$ cat config.mk
export PLATFORM = sky130hd
export DESIGN_NAME = vfp_meter
export DESIGN_NICKNAME = d
export VERILOG_FILES = /design/src/rtl/vfp_pkg.sv /design/src/rtl/vfp_sync_edge.sv /design/src/rtl/vfp_tick_gen.sv /design/src/rtl/vfp_period_cnt.sv /design/src/rtl/vfp_regs.sv /design/src/rtl/vfp_meter.sv
export SDC_FILE = /design/constraint.sdc
export NUM_CORES = 1
export LEC_CHECK = 0
export BUFFER_PORTS_ARGS = -buffer_cell sky130_fd_sc_hd__buf_4
export CELL_PAD_IN_SITES_DETAIL_PLACEMENT = 0
export CELL_PAD_IN_SITES_GLOBAL_PLACEMENT = 1
export CORE_MARGIN = 2
export CORE_UTILIZATION = 28
export CTS_BUF_LIST = sky130_fd_sc_hd__clkbuf_4
export DETAILED_ROUTE_END_ITERATION = 16
export PLACE_DENSITY_LB_ADDON = 0.08
export SYNTH_ARGS = -nofsm -noshare
export SYNTH_HDL_FRONTEND = slang
export SYNTH_SLANG_ARGS = --single-unit
$ cat constraint.sdc
create_clock -name clk -period 1.9 [get_ports clk]
set_clock_uncertainty 0.15 [all_clocks]
set_input_delay 0.38 -clock clk [delete_from_list [all_inputs] [get_ports clk]]
set_output_delay 0.38 -clock clk [all_outputs]
set_load 0.01 [all_outputs]
$ cat src/rtl/vfp_pkg.sv
package vfp_pkg;

   typedef enum logic {
      VFP_EDGE_FALL = 1'b0,
      VFP_EDGE_RISE = 1'b1
   } vfp_pol_e;

   function automatic bit vfp_is_pow2(input int unsigned v);
      return (v != 0) && ((v & (v - 1)) == 0);
   endfunction

endpackage

$ cat src/rtl/vfp_sync_edge.sv
module vfp_sync_edge
   import vfp_pkg::*;
#(
   parameter int unsigned STAGES = 2
) (
   input  logic clk,
   input  logic rst_n,
   input  logic vs_async,
   input  logic pol,
   output logic frame_edge
);

   logic [STAGES-1:0] chain;
   logic              lvl;
   logic              lvl_d;
   vfp_pol_e          pol_e;

   genvar gi;
   generate
      for (gi = 0; gi < STAGES; gi++) begin : g_stage
         if (gi == 0) begin : g_first
            always_ff @(posedge clk or negedge rst_n) begin
               if (!rst_n) chain[gi] <= 1'b0;
               else        chain[gi] <= vs_async;
            end
         end else begin : g_next
            always_ff @(posedge clk or negedge rst_n) begin
               if (!rst_n) chain[gi] <= 1'b0;
               else        chain[gi] <= chain[gi-1];
            end
         end
      end
   endgenerate

   assign lvl = chain[STAGES-1];

   always_ff @(posedge clk or negedge rst_n) begin
      if (!rst_n) lvl_d <= 1'b0;
      else        lvl_d <= lvl;
   end

   assign pol_e = vfp_pol_e'(pol);

   always_comb begin
      if (pol_e == VFP_EDGE_RISE) frame_edge = lvl & ~lvl_d;
      else                        frame_edge = ~lvl & lvl_d;
   end

   AST_EDGE_SINGLE_CYCLE: assert property (@(posedge clk) disable iff (!rst_n)
      (frame_edge && $stable(pol)) |=> !frame_edge);

endmodule

$ cat src/rtl/vfp_tick_gen.sv
module vfp_tick_gen
   import vfp_pkg::*;
#(
   parameter int unsigned PRESCALE = 16
) (
   input  logic clk,
   input  logic rst_n,
   input  logic restart,
   output logic tick
);

   localparam int unsigned PW = (PRESCALE > 1) ? $clog2(PRESCALE) : 1;

   logic [PW-1:0] pre;

   generate
      if (vfp_is_pow2(PRESCALE)) begin : g_pow2
         always_ff @(posedge clk or negedge rst_n) begin
            if (!rst_n)       pre <= '0;
            else if (restart) pre <= '0;
            else              pre <= pre + 1'b1;
         end
         assign tick = &pre;
      end else begin : g_generic
         localparam logic [PW-1:0] LAST = PW'(PRESCALE - 1);
         always_ff @(posedge clk or negedge rst_n) begin
            if (!rst_n)            pre <= '0;
            else if (restart)      pre <= '0;
            else if (pre == LAST)  pre <= '0;
            else                   pre <= pre + 1'b1;
         end
         assign tick = (pre == LAST);
      end
   endgenerate

   AST_TICK_SPACED: assert property (@(posedge clk) disable iff (!rst_n)
      tick |=> !tick);

endmodule

$ cat src/rtl/vfp_period_cnt.sv
module vfp_period_cnt #(
   parameter int unsigned CNT_W = 13,
   parameter int unsigned LIMIT = 8096
) (
   input  logic             clk,
   input  logic             rst_n,
   input  logic             restart,
   input  logic             tick,
   output logic [CNT_W-1:0] count,
   output logic             at_limit,
   output logic             hit_limit
);

   localparam logic [CNT_W-1:0] LIM    = CNT_W'(LIMIT);
   localparam logic [CNT_W-1:0] LIM_M1 = CNT_W'(LIMIT - 1);

   logic [CNT_W-1:0] cnt_q;

   always_ff @(posedge clk or negedge rst_n) begin
      if (!rst_n)                      cnt_q <= '0;
      else if (restart)                cnt_q <= '0;
      else if (tick && cnt_q != LIM)   cnt_q <= cnt_q + 1'b1;
   end

   assign count     = cnt_q;
   assign at_limit  = (cnt_q == LIM);
   assign hit_limit = tick && !restart && (cnt_q == LIM_M1);

   AST_NO_OVERFLOW: assert property (@(posedge clk) disable iff (!rst_n)
      cnt_q <= LIM);
   AST_CNT_HOLDS_AT_LIMIT: assert property (@(posedge clk) disable iff (!rst_n)
      (at_limit && !restart) |=> at_limit);

endmodule

$ cat src/rtl/vfp_regs.sv
module vfp_regs #(
   parameter int unsigned CNT_W  = 13,
   parameter int unsigned BYTE_W = 8
) (
   input  logic              clk,
   input  logic              rst_n,
   input  logic              frame_edge,
   input  logic [CNT_W-1:0]  count,
   input  logic              at_limit,
   input  logic              hit_limit,
   input  logic              hi_rd,
   output logic [BYTE_W-1:0] hi_data,
   output logic [BYTE_W-1:0] lo_data
);

   localparam int unsigned HI_BITS = CNT_W - BYTE_W;
   localparam int unsigned PAD     = BYTE_W - 1 - HI_BITS;

   logic [CNT_W-1:0]  per_q;
   logic              vof_q;
   logic [BYTE_W-1:0] lo_hold;

   always_ff @(posedge clk or negedge rst_n) begin
      if (!rst_n) begin
         per_q <= '0;
         vof_q <= 1'b0;
      end else if (frame_edge) begin
         per_q <= count;
         vof_q <= at_limit;
      end else if (hit_limit) begin
         vof_q <= 1'b1;
      end
   end

   always_ff @(posedge clk or negedge rst_n) begin
      if (!rst_n)     lo_hold <= '0;
      else if (hi_rd) lo_hold <= per_q[BYTE_W-1:0];
   end

   generate
      if (PAD > 0) begin : g_padded
         assign hi_data = {vof_q, {PAD{1'b0}}, per_q[CNT_W-1:BYTE_W]};
      end else begin : g_packed
         assign hi_data = {vof_q, per_q[CNT_W-1:BYTE_W]};
      end
   endgenerate

   assign lo_data = lo_hold;

   AST_VOF_STICKY: assert property (@(posedge clk) disable iff (!rst_n)
      (vof_q && !frame_edge) |=> vof_q);
   AST_VOF_EARLY: assert property (@(posedge clk) disable iff (!rst_n)
      (hit_limit && !frame_edge) |=> hi_data[BYTE_W-1]);
   AST_LO_HELD: assert property (@(posedge clk) disable iff (!rst_n)
      !hi_rd |=> $stable(lo_data));

endmodule

$ cat src/rtl/vfp_meter.sv
module vfp_meter #(
   parameter int unsigned CNT_W       = 13,
   parameter int unsigned BYTE_W      = 8,
   parameter int unsigned PRESCALE    = 16,
   parameter int unsigned LIMIT       = 8096,
   parameter int unsigned SYNC_STAGES = 2
) (
   input  logic              clk,
   input  logic              rst_n,
   input  logic              vsync_in,
   input  logic              vsync_pol,
   input  logic              hi_rd,
   output logic [BYTE_W-1:0] hi_data,
   output logic [BYTE_W-1:0] lo_data
);

   generate
      if (CNT_W <= BYTE_W || CNT_W > 2 * BYTE_W - 1) begin : g_bad_width
         $error("vfp_meter: CNT_W must exceed BYTE_W and leave room for the flag");
      end
      if (LIMIT < 2 || LIMIT >= (1 << CNT_W)) begin : g_bad_limit
         $error("vfp_meter: LIMIT must fit in CNT_W bits");
      end
      if (PRESCALE < 2) begin : g_bad_prescale
         $error("vfp_meter: PRESCALE must be at least 2");
      end
      if (SYNC_STAGES < 2) begin : g_bad_sync
         $error("vfp_meter: SYNC_STAGES must be at least 2");
      end
   endgenerate

   logic             frame_edge;
   logic             tick;
   logic [CNT_W-1:0] count;
   logic             at_limit;
   logic             hit_limit;

   vfp_sync_edge #(.STAGES(SYNC_STAGES)) u_edge (
      .clk        (clk),
      .rst_n      (rst_n),
      .vs_async   (vsync_in),
      .pol        (vsync_pol),
      .frame_edge (frame_edge)
   );

   vfp_tick_gen #(.PRESCALE(PRESCALE)) u_tick (
      .clk     (clk),
      .rst_n   (rst_n),
      .restart (frame_edge),
      .tick    (tick)
   );

   vfp_period_cnt #(.CNT_W(CNT_W), .LIMIT(LIMIT)) u_cnt (
      .clk       (clk),
      .rst_n     (rst_n),
      .restart   (frame_edge),
      .tick      (tick),
      .count     (count),
      .at_limit  (at_limit),
      .hit_limit (hit_limit)
   );

   vfp_regs #(.CNT_W(CNT_W), .BYTE_W(BYTE_W)) u_regs (
      .clk        (clk),
      .rst_n      (rst_n),
      .frame_edge (frame_edge),
      .count      (count),
      .at_limit   (at_limit),
      .hit_limit  (hit_limit),
      .hi_rd      (hi_rd),
      .hi_data    (hi_data),
      .lo_data    (lo_data)
   );

   AST_EDGE_RELOADS_VOF: assert property (@(posedge clk) disable iff (!rst_n)
      (frame_edge && !at_limit) |=> !hi_data[BYTE_W-1]);

endmodule

==> run summary <==
* flip-flop — CP Launch Type
* 0.547 ns — transition time at the pin with the least slew margin
* 0.35 ns — insertion delay of the later-clocked pin in the worst-skew pair
* 2 — Max Root-Sink Buffers
* 0.448 mW — NetSw
* 18 — count of port buffers added during placement
* 0 — number of max-slew violations in the final report
* 2.03 ns — CP arrival
* 1 — number of setup violations in the final report
* 0.00215 sq mm — placement-stage cell area
* 0 — number of synthesized flops with an enable pin
* 33.9% — layout cells sized above 1
* 29 — Core Rows
* 85.1 um — Die Span X
* 1350 — via count
* 1.78 mW — sum of internal, switching and leakage power
* flip-flop — nature of the critical path endpoint
* 100% — post-route clock period utilization
* 1380 — via count of the first global-routing pass
* 42 — flop and latch count out of synthesis
* 2.03 ns — required time of the critical path
* 1.33 mW — Internal Pwr Total
* 27.5% — synthesis-to-layout area growth
* 43 — largest net degree at the start of global routing
* 225 — final net count
* 337 uV — VDD IR-drop max
* 0.00724 sq mm — Die Outline Area
* 63.6% — Max transition margin
* 4 — number of search-and-repair iterations in the first detailed-routing pass
* sky130_fd_sc_hd__clkbuf_4 — clock root buffer
* 4.58 — routed via count divided by cell count
* 3.87 mm — Final Routed Wirelength
* 0.00635 sq mm — Core Box Area
* 21 — count of boundary I/O pins
* 1.12 nW — static leakage power
* 57.1% — Seq/Total Area, Yosys
* reg2reg — class of the most critical setup path
* 0 — initial antenna violation count
* 0 — number of max-capacitance violations reported
* 1.90 ns — post-layout minimum cycle time
* 55.4% — share of power burned in registers
* 42 x sky130_fd_sc_hd__buf_4, 42 x sky130_fd_sc_hd__dfrtp_1, 37 x sky130_fd_sc_hd__nand2_1 — commonest cells after routing, fill and taps aside
* 100% — async set-or-reset flop fraction in the synthesized netlist
* setup timing — violations in the final reports
* 6.63 mm — first-pass GRT wire length
* 0.205 ns — worst hold-check slack
* -0.0771 ns — worst setup slack before clock tree synthesis
* 0 — GR Overflow Total
* built — CTS tree
* true — setup repair after global routing missed its margin
* 0 — warnings from Yosys
* 525 MHz — Peak Freq
* 11.3% — combinational power share
* in2reg — worst min-delay path category
* 52 — starting DRC count in detailed routing
* sky130_fd_sc_hd__dfrtp_1 — most common flop cell mapped by yosys
* 2.72 mm — Detailed Place HPWL
* 0 — count of unresolved DRC violations after routing
* -0.00378 ns — sum of negative setup slack
* 3 — maximum fanout encountered on the critical timing path
* 30 — post-synth cell types
* 0.749 — GPL Wtd Cong
* 33.3% — part of the total power dissipated in the clock network
* 13.1 um — DR WL/cell
* 10.3 sq um — Avg Cell Area, Syn
* 2 — depth of the CTS H-tree
* 29.0% — initial core utilization
* 0 — final antenna-violating net count
* 0.00184 sq mm — Mapped Area
* 85.1 um — vertical extent of the die
* 42 — CTS sink count
* 0 — number of antenna diodes
* 5 — Inserted Clock Buffers
* 0.13 ns — Clk pin slew, worst setup/hold paths
* 179 — instance count of the mapped netlist
* 758 mW/mm^2 — power per cell area
* 11.7% — Global Route Usage Sum
* 0.00235 sq mm — final design instance area without fill
* finished, violations left — outcome
* 0 — Fin. Hold Viols
* -0.00378 ns — Final Worst Setup Slack
* 25.2% — proportion of total power due to net switching
==> repair_timing <==
item,in CTS,in global routing
setup buffers,6,0
setup endpoints to repair,5,9
hold endpoints to repair,43,0
pin swaps,4,7
gates resized for setup,8,12
hold buffers,2,0
==> per-stage QoR <==
step                utilization [%]  std cells
global route                   37.0        295
detailed placement             33.8        281
finish                         37.0        295
floorplan                         -        180
global placement               33.8        281
CTS                            36.4        296
==> flip-flops by register name, summed over array words and instances (netlist names) <==
signal,flops
u_cnt.count,13
u_edge.chain,1
u_edge.lvl,1
u_edge.lvl_d,1
u_regs.lo_data,8
u_regs.per_q,13
u_regs.vof_q,1
u_tick.pre,4
==> cells by family after synthesis <==
group,count (synthesis),share of synthesized area (%)
fa+ha+maj,3,2.04
other cells,1,0.204
mux,8,4.89
compound gates,21,5.98
buf+inv,20,5.71
xor+xnor,7,3.33
flops,42,57.1
simple gates,77,20.7
==> power groups by stage <==
stage	clock, mW	sequential (mW)	combinational, mW
after floorplan	0	0.982	0.0910
after global placement	0	0.983	0.156
after detailed placement	0	0.987	0.168
after CTS	0.616	0.972	0.197
after global routing	0.646	0.991	0.230
final	0.592	0.985	0.201
==> final timing paths <==
| path | start | to | slack, ns | depth (start not counted) |
|---|---|---|---|---|
| max in group asynchronous | rst_n | u_tick.pre[3] | 0.83 | 2 |
| min reg2reg | u_edge.chain[0] | u_edge.lvl | 0.22 | 0 |
| min | hi_rd | u_regs.lo_data[7] | 0.21 | 2 |
| max reg2reg | u_tick.pre[1] | u_cnt.count[11] | -0.004 | 5 |
| max | u_tick.pre[1] | u_cnt.count[11] | -0.004 | 5 |
| min in group asynchronous | rst_n | u_regs.per_q[2] | 0.39 | 2 |
==> final cells by class <==
| type | instances | area [sq um] |
|---|---|---|
| flip-flops and latches | 42 | 1050 |
| repair buffers | 45 | 347 |
| fillers | 653 | 4000 |
| well taps | 77 | 96.3 |
| clock inverters | 2 | 37.5 |
| clock buffers | 6 | 45.0 |
| inverters | 5 | 18.8 |
| multi-input cells | 118 | 752 |
==> layer usage <==
layer / track usage (%) / up-vias / share of wire (%)
met4: 4.18 / 0 / 1.5
met2: 19.1 / 18 / 50
li1: - / 670 / -
met3: 2.92 / 5 / 3.0
met5: 0 / - / 0
met1: 15.2 / 657 / 46
==> cell usage after synthesis (2+ instances only) <==
| cell type | instances | area share [%] |
|---|---|---|
| sky130_fd_sc_hd__dfrtp_1 | 42 | 57 |
| sky130_fd_sc_hd__buf_4 | 8 | 3.3 |
| sky130_fd_sc_hd__xor2_1 | 2 | 0.95 |
| sky130_fd_sc_hd__nor2_1 | 10 | 2.0 |
| sky130_fd_sc_hd__a21oi_1 | 8 | 2.2 |
| sky130_fd_sc_hd__xnor2_1 | 5 | 2.4 |
| sky130_fd_sc_hd__ha_1 | 3 | 2.0 |
| sky130_fd_sc_hd__nand3_1 | 5 | 1.4 |
| sky130_fd_sc_hd__nand4_1 | 3 | 1.0 |
| sky130_fd_sc_hd__nand2_1 | 38 | 7.8 |
| sky130_fd_sc_hd__o21ai_0 | 11 | 3.0 |
| sky130_fd_sc_hd__nor3_1 | 3 | 0.82 |
| sky130_fd_sc_hd__inv_1 | 5 | 1.0 |
| sky130_fd_sc_hd__mux2_2 | 8 | 4.9 |
| sky130_fd_sc_hd__or3_1 | 7 | 2.4 |
| sky130_fd_sc_hd__clkbuf_1 | 7 | 1.4 |
==> critical path, stage by stage, from the launching register on <==
cell and delay, ns:
sky130_fd_sc_hd__dfrtp_1 0.42, sky130_fd_sc_hd__ha_4 0.17, sky130_fd_sc_hd__nand3_4 0.06, sky130_fd_sc_hd__or4_4 0.56, sky130_fd_sc_hd__or3_4 0.34, sky130_fd_sc_hd__a21oi_2 0.13
Power figures use the tool's default switching activity.
